### src/rtl/sramc_pkg.sv
// Package: shared state encoding and elaboration-time arithmetic for the
// asynchronous SRAM controller. Assumes all times are positive integers in ns.
package sramc_pkg;

    typedef enum logic [2:0] {
        ST_IDLE,
        ST_TURN,
        ST_RD,
        ST_WSET,
        ST_WPUL,
        ST_WHLD
    } sramc_state_e;

    // Ceiling division of two positive integers.
    function automatic int cdiv(input int num, input int den);
        return (num + den - 1) / den;
    endfunction

    // Larger of two integers.
    function automatic int imax(input int a, input int b);
        return (a > b) ? a : b;
    endfunction

endpackage

### src/rtl/sramc_timer.sv
// Module: down-counting phase timer. Loaded with (cycles - 1) when the
// sequencer enters a timed phase; expired is high in the phase's last cycle.
// Assumes load values fit CNT_W bits.
module sramc_timer #(
    parameter int CNT_W = 4
) (
    input  logic             clk,
    input  logic             rst_n,
    input  logic             load,
    input  logic [CNT_W-1:0] load_val,
    output logic             expired
);

    logic [CNT_W-1:0] cnt_q;

    // Count down to zero, reload on each phase entry.
    always_ff @(posedge clk) begin
        if (!rst_n) begin
            cnt_q <= '0;
        end else if (load) begin
            cnt_q <= load_val;
        end else if (cnt_q != '0) begin
            cnt_q <= cnt_q - 1'b1;
        end
    end

    assign expired = (cnt_q == '0);

endmodule

### src/rtl/sramc_lanes.sv
// Module: byte-lane steering. Turns the latched host mask into the memory's
// active-low lane strobes and zeroes read lanes that were not requested.
// Assumes the lane strobes must be inactive whenever the chip is deselected.
module sramc_lanes #(
    parameter int LANES  = 2,
    parameter int LANE_W = 8
) (
    input  logic                    sel,
    input  logic [LANES-1:0]        lane_en,
    input  logic [LANES*LANE_W-1:0] raw,
    output logic [LANES-1:0]        lane_n,
    output logic [LANES*LANE_W-1:0] masked
);

    for (genvar g = 0; g < LANES; g++) begin : g_lane
        // Per lane: strobe only while selected; pass data only when requested.
        assign lane_n[g] = ~(sel & lane_en[g]);
        assign masked[g*LANE_W +: LANE_W] =
            lane_en[g] ? raw[g*LANE_W +: LANE_W] : '0;
    end

endmodule

### src/rtl/sramc_seq.sv
// Module: access sequencer. Accepts one host request while idle, latches it,
// and steps through read, write-setup, write-pulse, write-hold and
// turnaround phases whose lengths come from cycle-count parameters.
// Assumes every count parameter is at least 1 and fits CNT_W bits.
module sramc_seq
    import sramc_pkg::*;
#(
    parameter int ADDR_W = 19,
    parameter int DATA_W = 16,
    parameter int LANES  = 2,
    parameter int CNT_W  = 4,
    parameter int N_RD   = 6,
    parameter int N_WP   = 4,
    parameter int N_WH   = 1,
    parameter int N_WC   = 6,
    parameter int N_TURN = 2
) (
    input  logic              clk,
    input  logic              rst_n,
    input  logic              host_req,
    input  logic              host_wr,
    input  logic [ADDR_W-1:0] host_addr,
    input  logic [LANES-1:0]  host_be,
    input  logic [DATA_W-1:0] host_wdata,
    output logic              host_ack,
    output logic              host_done,
    output logic [DATA_W-1:0] host_rdata,
    input  logic [DATA_W-1:0] rd_word,
    input  logic [LANES-1:0]  lane_n,
    output logic [ADDR_W-1:0] mem_addr,
    output logic              sel,
    output logic [LANES-1:0]  lane_en,
    output logic              mem_we_n,
    output logic              mem_oe_n,
    output logic [DATA_W-1:0] dq_out,
    output logic              dq_oe,
    output logic              tmr_load,
    output logic [CNT_W-1:0]  tmr_val,
    input  logic              tmr_exp
);

    sramc_state_e      state_q, state_d;
    logic [ADDR_W-1:0] addr_q;
    logic [LANES-1:0]  be_q;
    logic [DATA_W-1:0] wdata_q;
    logic [DATA_W-1:0] rdata_q;
    logic              last_rd_q;
    logic              done_q;

    // Next phase from current phase, request and timer.
    always_comb begin
        state_d = state_q;
        unique case (state_q)
            ST_IDLE: if (host_req)
                         state_d = host_wr ? (last_rd_q ? ST_TURN : ST_WSET) : ST_RD;
            ST_TURN: if (tmr_exp) state_d = ST_WSET;
            ST_RD:   if (tmr_exp) state_d = ST_IDLE;
            ST_WSET: if (tmr_exp) state_d = ST_WPUL;
            ST_WPUL: if (tmr_exp) state_d = ST_WHLD;
            ST_WHLD: if (tmr_exp) state_d = ST_IDLE;
            default: state_d = ST_IDLE;
        endcase
    end

    // Timer reload value for the phase being entered.
    always_comb begin
        tmr_load = (state_d != state_q);
        unique case (state_d)
            ST_TURN: tmr_val = CNT_W'(N_TURN - 1);
            ST_RD:   tmr_val = CNT_W'(N_RD - 1);
            ST_WPUL: tmr_val = CNT_W'(N_WP - 1);
            ST_WHLD: tmr_val = CNT_W'(N_WH - 1);
            default: tmr_val = '0;
        endcase
    end

    // Phase register, request latch, read capture and done strobe.
    always_ff @(posedge clk) begin
        if (!rst_n) begin
            state_q   <= ST_IDLE;
            addr_q    <= '0;
            be_q      <= '0;
            wdata_q   <= '0;
            rdata_q   <= '0;
            last_rd_q <= 1'b0;
            done_q    <= 1'b0;
        end else begin
            state_q <= state_d;
            done_q  <= ((state_q == ST_RD) || (state_q == ST_WHLD)) && tmr_exp;
            if (state_q == ST_IDLE && host_req) begin
                addr_q  <= host_addr;
                be_q    <= host_be;
                wdata_q <= host_wdata;
            end
            if (state_q == ST_RD && tmr_exp) begin
                rdata_q   <= rd_word;
                last_rd_q <= 1'b1;
            end
            if (state_q == ST_WHLD && tmr_exp) begin
                last_rd_q <= 1'b0;
            end
        end
    end

    // Pin decode from the phase register.
    assign host_ack   = (state_q == ST_IDLE) && host_req;
    assign host_done  = done_q;
    assign host_rdata = rdata_q;
    assign mem_addr   = addr_q;
    assign lane_en    = be_q;
    assign dq_out     = wdata_q;
    assign sel        = (state_q == ST_RD) || (state_q == ST_WSET) ||
                        (state_q == ST_WPUL) || (state_q == ST_WHLD);
    assign mem_oe_n   = (state_q != ST_RD);
    assign mem_we_n   = (state_q != ST_WPUL);
    assign dq_oe      = (state_q == ST_WPUL) || (state_q == ST_WHLD);

    // ---------------- checker counters and assertions ----------------
    logic [CNT_W:0] we_low_cnt, oe_low_cnt, oe_gap_cnt, sel_cnt;

    // Checker: run lengths of write enable low, output enable low,
    // output-enable-high gap (saturating) and chip-select time.
    always_ff @(posedge clk) begin
        if (!rst_n) begin
            we_low_cnt <= '0;
            oe_low_cnt <= '0;
            oe_gap_cnt <= (CNT_W+1)'(N_TURN);
            sel_cnt    <= '0;
        end else begin
            we_low_cnt <= mem_we_n ? '0 : we_low_cnt + 1'b1;
            oe_low_cnt <= mem_oe_n ? '0 : oe_low_cnt + 1'b1;
            sel_cnt    <= sel ? sel_cnt + 1'b1 : '0;
            if (!mem_oe_n)
                oe_gap_cnt <= '0;
            else if (oe_gap_cnt < (CNT_W+1)'(N_TURN))
                oe_gap_cnt <= oe_gap_cnt + 1'b1;
        end
    end

    p_no_drive_r2: assert property (@(posedge clk) disable iff (!rst_n)
        dq_oe |-> mem_oe_n);

    p_read_len_r3: assert property (@(posedge clk) disable iff (!rst_n)
        $rose(mem_oe_n) |-> oe_low_cnt >= (CNT_W+1)'(N_RD));

    p_we_width_r5: assert property (@(posedge clk) disable iff (!rst_n)
        $rose(mem_we_n) |-> we_low_cnt >= (CNT_W+1)'(N_WP));

    p_we_ctl_stable_r5: assert property (@(posedge clk) disable iff (!rst_n)
        (!mem_we_n || $rose(mem_we_n)) |->
            $stable(mem_addr) && $stable(lane_n) && sel && $past(sel));

    p_wdata_stable_r6: assert property (@(posedge clk) disable iff (!rst_n)
        (!mem_we_n && $past(!mem_we_n)) |-> $stable(dq_out) && dq_oe);

    p_wdata_hold_r6: assert property (@(posedge clk) disable iff (!rst_n)
        $rose(mem_we_n) |-> dq_oe && $stable(dq_out));

    p_turn_gap_r7: assert property (@(posedge clk) disable iff (!rst_n)
        $rose(dq_oe) |-> oe_gap_cnt >= (CNT_W+1)'(N_TURN));

    p_done_pulse_r8: assert property (@(posedge clk) disable iff (!rst_n)
        host_done |=> !host_done);

    p_write_cycle_r8: assert property (@(posedge clk) disable iff (!rst_n)
        ($fell(sel) && $past(dq_oe)) |-> sel_cnt >= (CNT_W+1)'(N_WC));

endmodule

### src/rtl/sram_async_ctrl.sv
// Module: top of the asynchronous SRAM controller. Converts nanosecond
// timing figures into cycle counts, wires sequencer, phase timer and lane
// steering, and splits the chip selects into their two polarities.
// Assumes an external pad joins mem_dq_out/mem_dq_oe/mem_dq_in.
module sram_async_ctrl
    import sramc_pkg::*;
#(
    parameter int ADDR_W    = 19,
    parameter int LANE_W    = 8,
    parameter int CLK_NS    = 10,
    parameter int T_RC_NS   = 55,
    parameter int T_AA_NS   = 55,
    parameter int T_WC_NS   = 55,
    parameter int T_PWE_NS  = 40,
    parameter int T_SD_NS   = 25,
    parameter int T_HZWE_NS = 20,
    parameter int T_HZOE_NS = 18
) (
    input  logic                  clk,
    input  logic                  rst_n,
    input  logic                  host_req,
    input  logic                  host_wr,
    input  logic [ADDR_W-1:0]     host_addr,
    input  logic [1:0]            host_be,
    input  logic [2*LANE_W-1:0]   host_wdata,
    output logic                  host_ack,
    output logic                  host_done,
    output logic [2*LANE_W-1:0]   host_rdata,
    output logic [ADDR_W-1:0]     mem_addr,
    output logic                  mem_sel_n,
    output logic                  mem_sel,
    output logic                  mem_we_n,
    output logic                  mem_oe_n,
    output logic                  mem_lo_byte_n,
    output logic                  mem_hi_byte_n,
    output logic [2*LANE_W-1:0]   mem_dq_out,
    output logic                  mem_dq_oe,
    input  logic [2*LANE_W-1:0]   mem_dq_in
);

    localparam int LANES  = 2;
    localparam int DATA_W = LANES * LANE_W;
    localparam int N_RD   = imax(cdiv(T_AA_NS, CLK_NS), cdiv(T_RC_NS, CLK_NS));
    localparam int N_WP   = imax(cdiv(T_PWE_NS, CLK_NS), cdiv(T_SD_NS, CLK_NS));
    localparam int N_WC   = cdiv(T_WC_NS, CLK_NS);
    localparam int N_WH   = imax(1, N_WC - 1 - N_WP);
    localparam int N_TURN = imax(cdiv(T_HZWE_NS, CLK_NS), cdiv(T_HZOE_NS, CLK_NS));
    localparam int N_MAX  = imax(imax(N_RD, N_WP), imax(N_WH, N_TURN));
    localparam int CNT_W  = $clog2(N_MAX + 1);

    logic              sel;
    logic [LANES-1:0]  lane_en;
    logic [LANES-1:0]  lane_n;
    logic [DATA_W-1:0] rd_word;
    logic              tmr_load;
    logic [CNT_W-1:0]  tmr_val;
    logic              tmr_exp;

    sramc_seq #(
        .ADDR_W(ADDR_W), .DATA_W(DATA_W), .LANES(LANES), .CNT_W(CNT_W),
        .N_RD(N_RD), .N_WP(N_WP), .N_WH(N_WH), .N_WC(N_WC), .N_TURN(N_TURN)
    ) u_seq (
        .clk(clk), .rst_n(rst_n),
        .host_req(host_req), .host_wr(host_wr), .host_addr(host_addr),
        .host_be(host_be), .host_wdata(host_wdata),
        .host_ack(host_ack), .host_done(host_done), .host_rdata(host_rdata),
        .rd_word(rd_word), .lane_n(lane_n),
        .mem_addr(mem_addr), .sel(sel), .lane_en(lane_en),
        .mem_we_n(mem_we_n), .mem_oe_n(mem_oe_n),
        .dq_out(mem_dq_out), .dq_oe(mem_dq_oe),
        .tmr_load(tmr_load), .tmr_val(tmr_val), .tmr_exp(tmr_exp)
    );

    sramc_timer #(.CNT_W(CNT_W)) u_timer (
        .clk(clk), .rst_n(rst_n),
        .load(tmr_load), .load_val(tmr_val), .expired(tmr_exp)
    );

    sramc_lanes #(.LANES(LANES), .LANE_W(LANE_W)) u_lanes (
        .sel(sel), .lane_en(lane_en), .raw(mem_dq_in),
        .lane_n(lane_n), .masked(rd_word)
    );

    // Two chip selects of opposite polarity from one select decision.
    assign mem_sel_n     = ~sel;
    assign mem_sel       = sel;
    assign mem_lo_byte_n = lane_n[0];
    assign mem_hi_byte_n = lane_n[1];

endmodule

### config.mk
export PLATFORM = sky130hd
export DESIGN_NAME = sram_async_ctrl
export DESIGN_NICKNAME = d
export VERILOG_FILES = /design/src/rtl/sramc_pkg.sv /design/src/rtl/sramc_timer.sv /design/src/rtl/sramc_lanes.sv /design/src/rtl/sramc_seq.sv /design/src/rtl/sram_async_ctrl.sv
export SDC_FILE = /design/constraint.sdc
export NUM_CORES = 1
export LEC_CHECK = 0
export ABC_AREA = 0
export BUFFER_PORTS_ARGS = -buffer_cell sky130_fd_sc_hd__buf_2
export CAP_MARGIN = 20
export CORE_UTILIZATION = 46
export CTS_CLUSTER_SIZE = 40
export DETAILED_ROUTE_END_ITERATION = 10
export GPL_TIMING_DRIVEN = 1
export PLACE_DENSITY_LB_ADDON = 0.2
export SKIP_LAST_GASP = 1
export SLEW_MARGIN = 40
export SYNTH_ARGS = -nofsm -noshare
export SYNTH_HDL_FRONTEND = slang
export SYNTH_SLANG_ARGS = --single-unit
### constraint.sdc
create_clock -name clk -period 2 [get_ports clk]
set_input_delay 0 -clock clk [delete_from_list [all_inputs] [get_ports clk]]
set_output_delay 0 -clock clk [all_outputs]
set_load 0.01 [all_outputs]
==> impl_summary.md <==
Outcome
The flow ran to the end, and the final reports show no timing, DRC or antenna violations.

STA
The share of the cycle needed by the critical path after routing is approximately 95%. The max-slew violation count is 0. Setup violations remaining at the end of the flow were counted as 0. Setup repair after global routing left no endpoint under its margin. Static timing analysis puts the maximum clock frequency at between 0.5 and 0.6 GHz. Measured against its own limit, the worst slew margin works out to 71.4%. Final hold analysis gives a worst-case slack of 89.0 ps. The transition at the pin with the smallest max-transition slack is between 400 and 500 ps. The final number of hold-violating endpoints was 0. The setup TNS is 0 ps. The clock skew after layout is between 7 and 8 ps. After layout, the minimum clock period comes to 1900 ps.

Worst setup path
The data arrival time of the critical path is 2130 ps. Counting both buffers and inverters, the worst setup path holds a total of 1. The worst register-to-register path begins at u_timer.cnt_q[0]$_SDFFE_PN0P_. In this design, the stage delay of the slowest critical-path cell is ~350 ps. STA classifies the critical path startpoint as a flop. Traced cell by cell, the critical path runs through inv_1 -> ha_1 -> ha_1 -> maj3_1 -> o211ai_1 -> nand3b_1 -> a311oi_1. The count of cells along the worst register-to-register path is 7. By instance count, the cell type seen most on the critical path is sky130_fd_sc_hd__ha_1. The category of cells accounting for the largest share of critical-path delay is adder cells.

In this run the critical register-to-register path is captured at u_timer.cnt_q[0]$_SDFFE_PN0P_. STA classifies the critical path endpoint as a flop. The worst reg-to-reg setup slack is between 100 and 150 ps. The data required time at the worst endpoint is 2230 ps. The critical path is of the reg -> reg type. In this run the worst path has a maximum fanout of 3. On the critical path, the stage with the largest delay is an instance of sky130_fd_sc_hd__maj3_1.

Layout
Of the cells placed in the final design, the portion with a size suffix greater than 1 is between 20% and 30%. For this run, the share of the core covered by cells in the final layout is about three quarters. The relative area change from synthesis to final layout is 57.7%. The repair_antennas step left the layout with diodes totalling 0. The final layout contains between 500 and 600 nets.

Hold path
The classification of the worst-slack hold path is in -> reg. The beginning of the worst hold path is host_wr. The number of cells traversed by the worst hold path is 4.

The worst hold path terminates at u_seq.state_q[1]$_SDFF_PN0_.

Die
The horizontal die dimension is 74.6 um. Once the floorplan was initialized, standard cells occupied between 40% and 50% of the core. Pin placement for this block handled between 100 and 150 I/O pins. In this run the core area contains 26 standard-cell rows. The y dimension of the die is roughly 75 um. The standard cell core area is roughly 5100 um2.

The die covers around 5600 um2.

Synth
In this run the cell area of the synthesized design comes to 2420 um2. In the synthesized netlist the async set-or-reset flop fraction comes to 0%. Of the post-synthesis cell area, the dominant cell type holds 50.4%. The post-synthesis sequential area ratio is about half. The count of warnings emitted by yosys is 0. Of all cell types, the one taking the most synthesized area is sky130_fd_sc_hd__dfxtp_1. The flip-flop cell with the highest count after synthesis is sky130_fd_sc_hd__dfxtp_1. The synthesized design contains 0 enable-type register cells.

The cell count after synthesis came out at ~300. The post-synthesis net count is around 370. Yosys attributes the largest share of cell area to sky130_fd_sc_hd__dfxtp_1, sky130_fd_sc_hd__nand2_1, sky130_fd_sc_hd__a21oi_1. Each instance of the synthesized netlist takes up on average 7.86 um2. In this run, distinct cell masters in the synthesized netlist total 31. The number of register bits inferred by synthesis is between 60 and 70.

Placed design
The weighted congestion at the end of routability-driven global placement is a little under 0.8. Once detailed placement completed, the half-perimeter wirelength came to between 3000 and 4000 um. The number of input and output port buffers inserted is 116.

Clocking
The count of clock tree sinks is 61. The H-tree was split into 3 levels. After clock tree synthesis, the repair step resized 0 gates. Clock latency on the worst-skew pair, taken at its later pin, is ~330 ps.

TritonCTS built the clock tree. The maximum root-to-sink buffer count is 2. The clock slew at the register clock pins of the worst setup and hold paths is roughly 60 ps.

The cell chosen for the clock root is sky130_fd_sc_hd__clkbuf_8. The CTS buffer count is 9.

Drt
The detail-routed via count per cell is 4.91. The number of remaining DRC errors is 0. The first detailed-routing pass ran for 6 iterations. The final route contains 2711 vias. After detailed routing, the total wire length is ~7000 um. The average wire length per cell after detail routing is 12.7 um. The number of violations reported at the end of detailed-routing iteration 0 is approximately 130. The detail route stage leaves a number of antenna-violating nets equal to 0.

Global route
The overall global routing resource usage is roughly 25%. The via count of the first global-routing pass is ~2400. Entering global routing, the biggest net connects 57 pins.

The total overflow reported by the global router is 0. The number of antenna violations at the first check in global routing is 0. The first global-routing pass estimated between 10000 and 15000 um of wire.

Power and ir drop
Power spread over the standard cell area amounts to between 900 and 1000 nW/um2. The standby leakage power is 1.74 nW. The largest voltage drop on the vdd net is between 500 and 600 uV.

Flow run
The tool flagged a number of max-cap violations equal to 0.
## kinds of logic after synthesis
logic type	synth area share [%]
compound gates	16.2
fa+ha+maj	1.45
xor+xnor	0.723
simple gates	24.2
buf+inv	6.15
flops	50.4
mux	0.826
## final cells by class
| class | count | area (um2) |
|---|---|---|
| fill | 390 | 1250 |
| sequential | 61 | 1220 |
| timing repair buffer | 180 | 1220 |
| multi-input combinational | 217 | 1050 |
| clock buffer | 12 | 135 |
| tap | 70 | 87.6 |
| clock inverter | 4 | 72.6 |
| inverter | 8 | 30.0 |
## flip-flops by register name (all words and copies together), names as in the netlist
name / flops
u_seq.mem_addr: 19
u_seq.host_rdata: 16
u_timer.cnt_q: 3
u_seq.state_q: 3
u_seq.host_done: 1
u_seq.last_rd_q: 1
u_seq.lane_en: 2
u_seq.dq_out: 16
## cell usage in the layout, fill, tap and decap left out, types with 6 or more instances in the layout
cell	count
sky130_fd_sc_hd__nand3_1	17
sky130_fd_sc_hd__buf_4	8
sky130_fd_sc_hd__buf_2	116
sky130_fd_sc_hd__dlygate4sd3_1	54
sky130_fd_sc_hd__clkbuf_8	9
sky130_fd_sc_hd__nor2_1	6
sky130_fd_sc_hd__nand2_1	99
sky130_fd_sc_hd__dfxtp_1	61
sky130_fd_sc_hd__inv_1	6
sky130_fd_sc_hd__a21oi_1	62
## routing by layer
metal	wire length (um)	vias to the layer above	global-route usage (%)	part of all wire, %
met2	3500	90	42.8	50
met1	3020	1255	28.5	43
li1	-	1352	-	-
met3	382	14	5.42	5.4
met5	0	-	0	0
met4	131	0	14.7	1.9
## synthesized netlist by cell type, types with 3 or more instances
| library cell | count |
|---|---|
| sky130_fd_sc_hd__buf_6 | 3 |
| sky130_fd_sc_hd__o21a_1 | 3 |
| sky130_fd_sc_hd__clkbuf_1 | 10 |
| sky130_fd_sc_hd__nor2_1 | 6 |
| sky130_fd_sc_hd__inv_1 | 7 |
| sky130_fd_sc_hd__nand3_1 | 17 |
| sky130_fd_sc_hd__buf_2 | 8 |
| sky130_fd_sc_hd__a21oi_1 | 62 |
| sky130_fd_sc_hd__nand2_1 | 99 |
| sky130_fd_sc_hd__and2_1 | 3 |
| sky130_fd_sc_hd__dfxtp_1 | 61 |
| sky130_fd_sc_hd__o21ai_0 | 4 |
## worst max path at each step
stage	startpoint	end	cells after the start
final	u_timer.cnt_q[0]$_SDFFE_PN0P_	u_timer.cnt_q[0]$_SDFFE_PN0P_	7
after global routing	u_timer.cnt_q[0]$_SDFFE_PN0P_	u_timer.cnt_q[0]$_SDFFE_PN0P_	7
after CTS	u_timer.cnt_q[0]$_SDFFE_PN0P_	u_timer.cnt_q[0]$_SDFFE_PN0P_	7
after detailed placement	u_timer.cnt_q[0]$_SDFFE_PN0P_	u_timer.cnt_q[0]$_SDFFE_PN0P_	7
after global placement	u_timer.cnt_q[0]$_SDFFE_PN0P_	u_timer.cnt_q[0]$_SDFFE_PN0P_	7
after floorplan	u_timer.cnt_q[0]$_SDFFE_PN0P_	u_timer.cnt_q[0]$_SDFFE_PN0P_	7
## where the power goes
part / switching [mW] / internal (mW)
sequential: 0.0893 / 1.36
clock: 0.466 / 0.701
combinational: 0.664 / 0.523
## worst reg2reg max path, stage by stage, from the launching register on
cell	delay (ps)
sky130_fd_sc_hd__dfxtp_1	340
sky130_fd_sc_hd__inv_1	50
sky130_fd_sc_hd__ha_1	190
sky130_fd_sc_hd__ha_1	200
sky130_fd_sc_hd__maj3_1	350
sky130_fd_sc_hd__o211ai_1	290
sky130_fd_sc_hd__nand3b_1	120
sky130_fd_sc_hd__a311oi_1	270
## timing repair
action	4_1_cts	5_1_grt
hold buffers	54	0
buffers inserted	0	1
endpoints found under the setup margin	0	1
hold endpoints to repair	58	0
## metrics by stage
step                      worst slack [ps]  total power [mW]  area, um2  std cells
after floorplan                        238              2.22       2420        308
after global placement                 180              2.54       3060        481
after detailed placement               125              2.56       3060        481
after CTS                             86.4              3.82       3810        551
after global routing                  12.4              4.05       3820        552
final                                  105              3.81       3820        552
(Power assumes the default switching activity.)
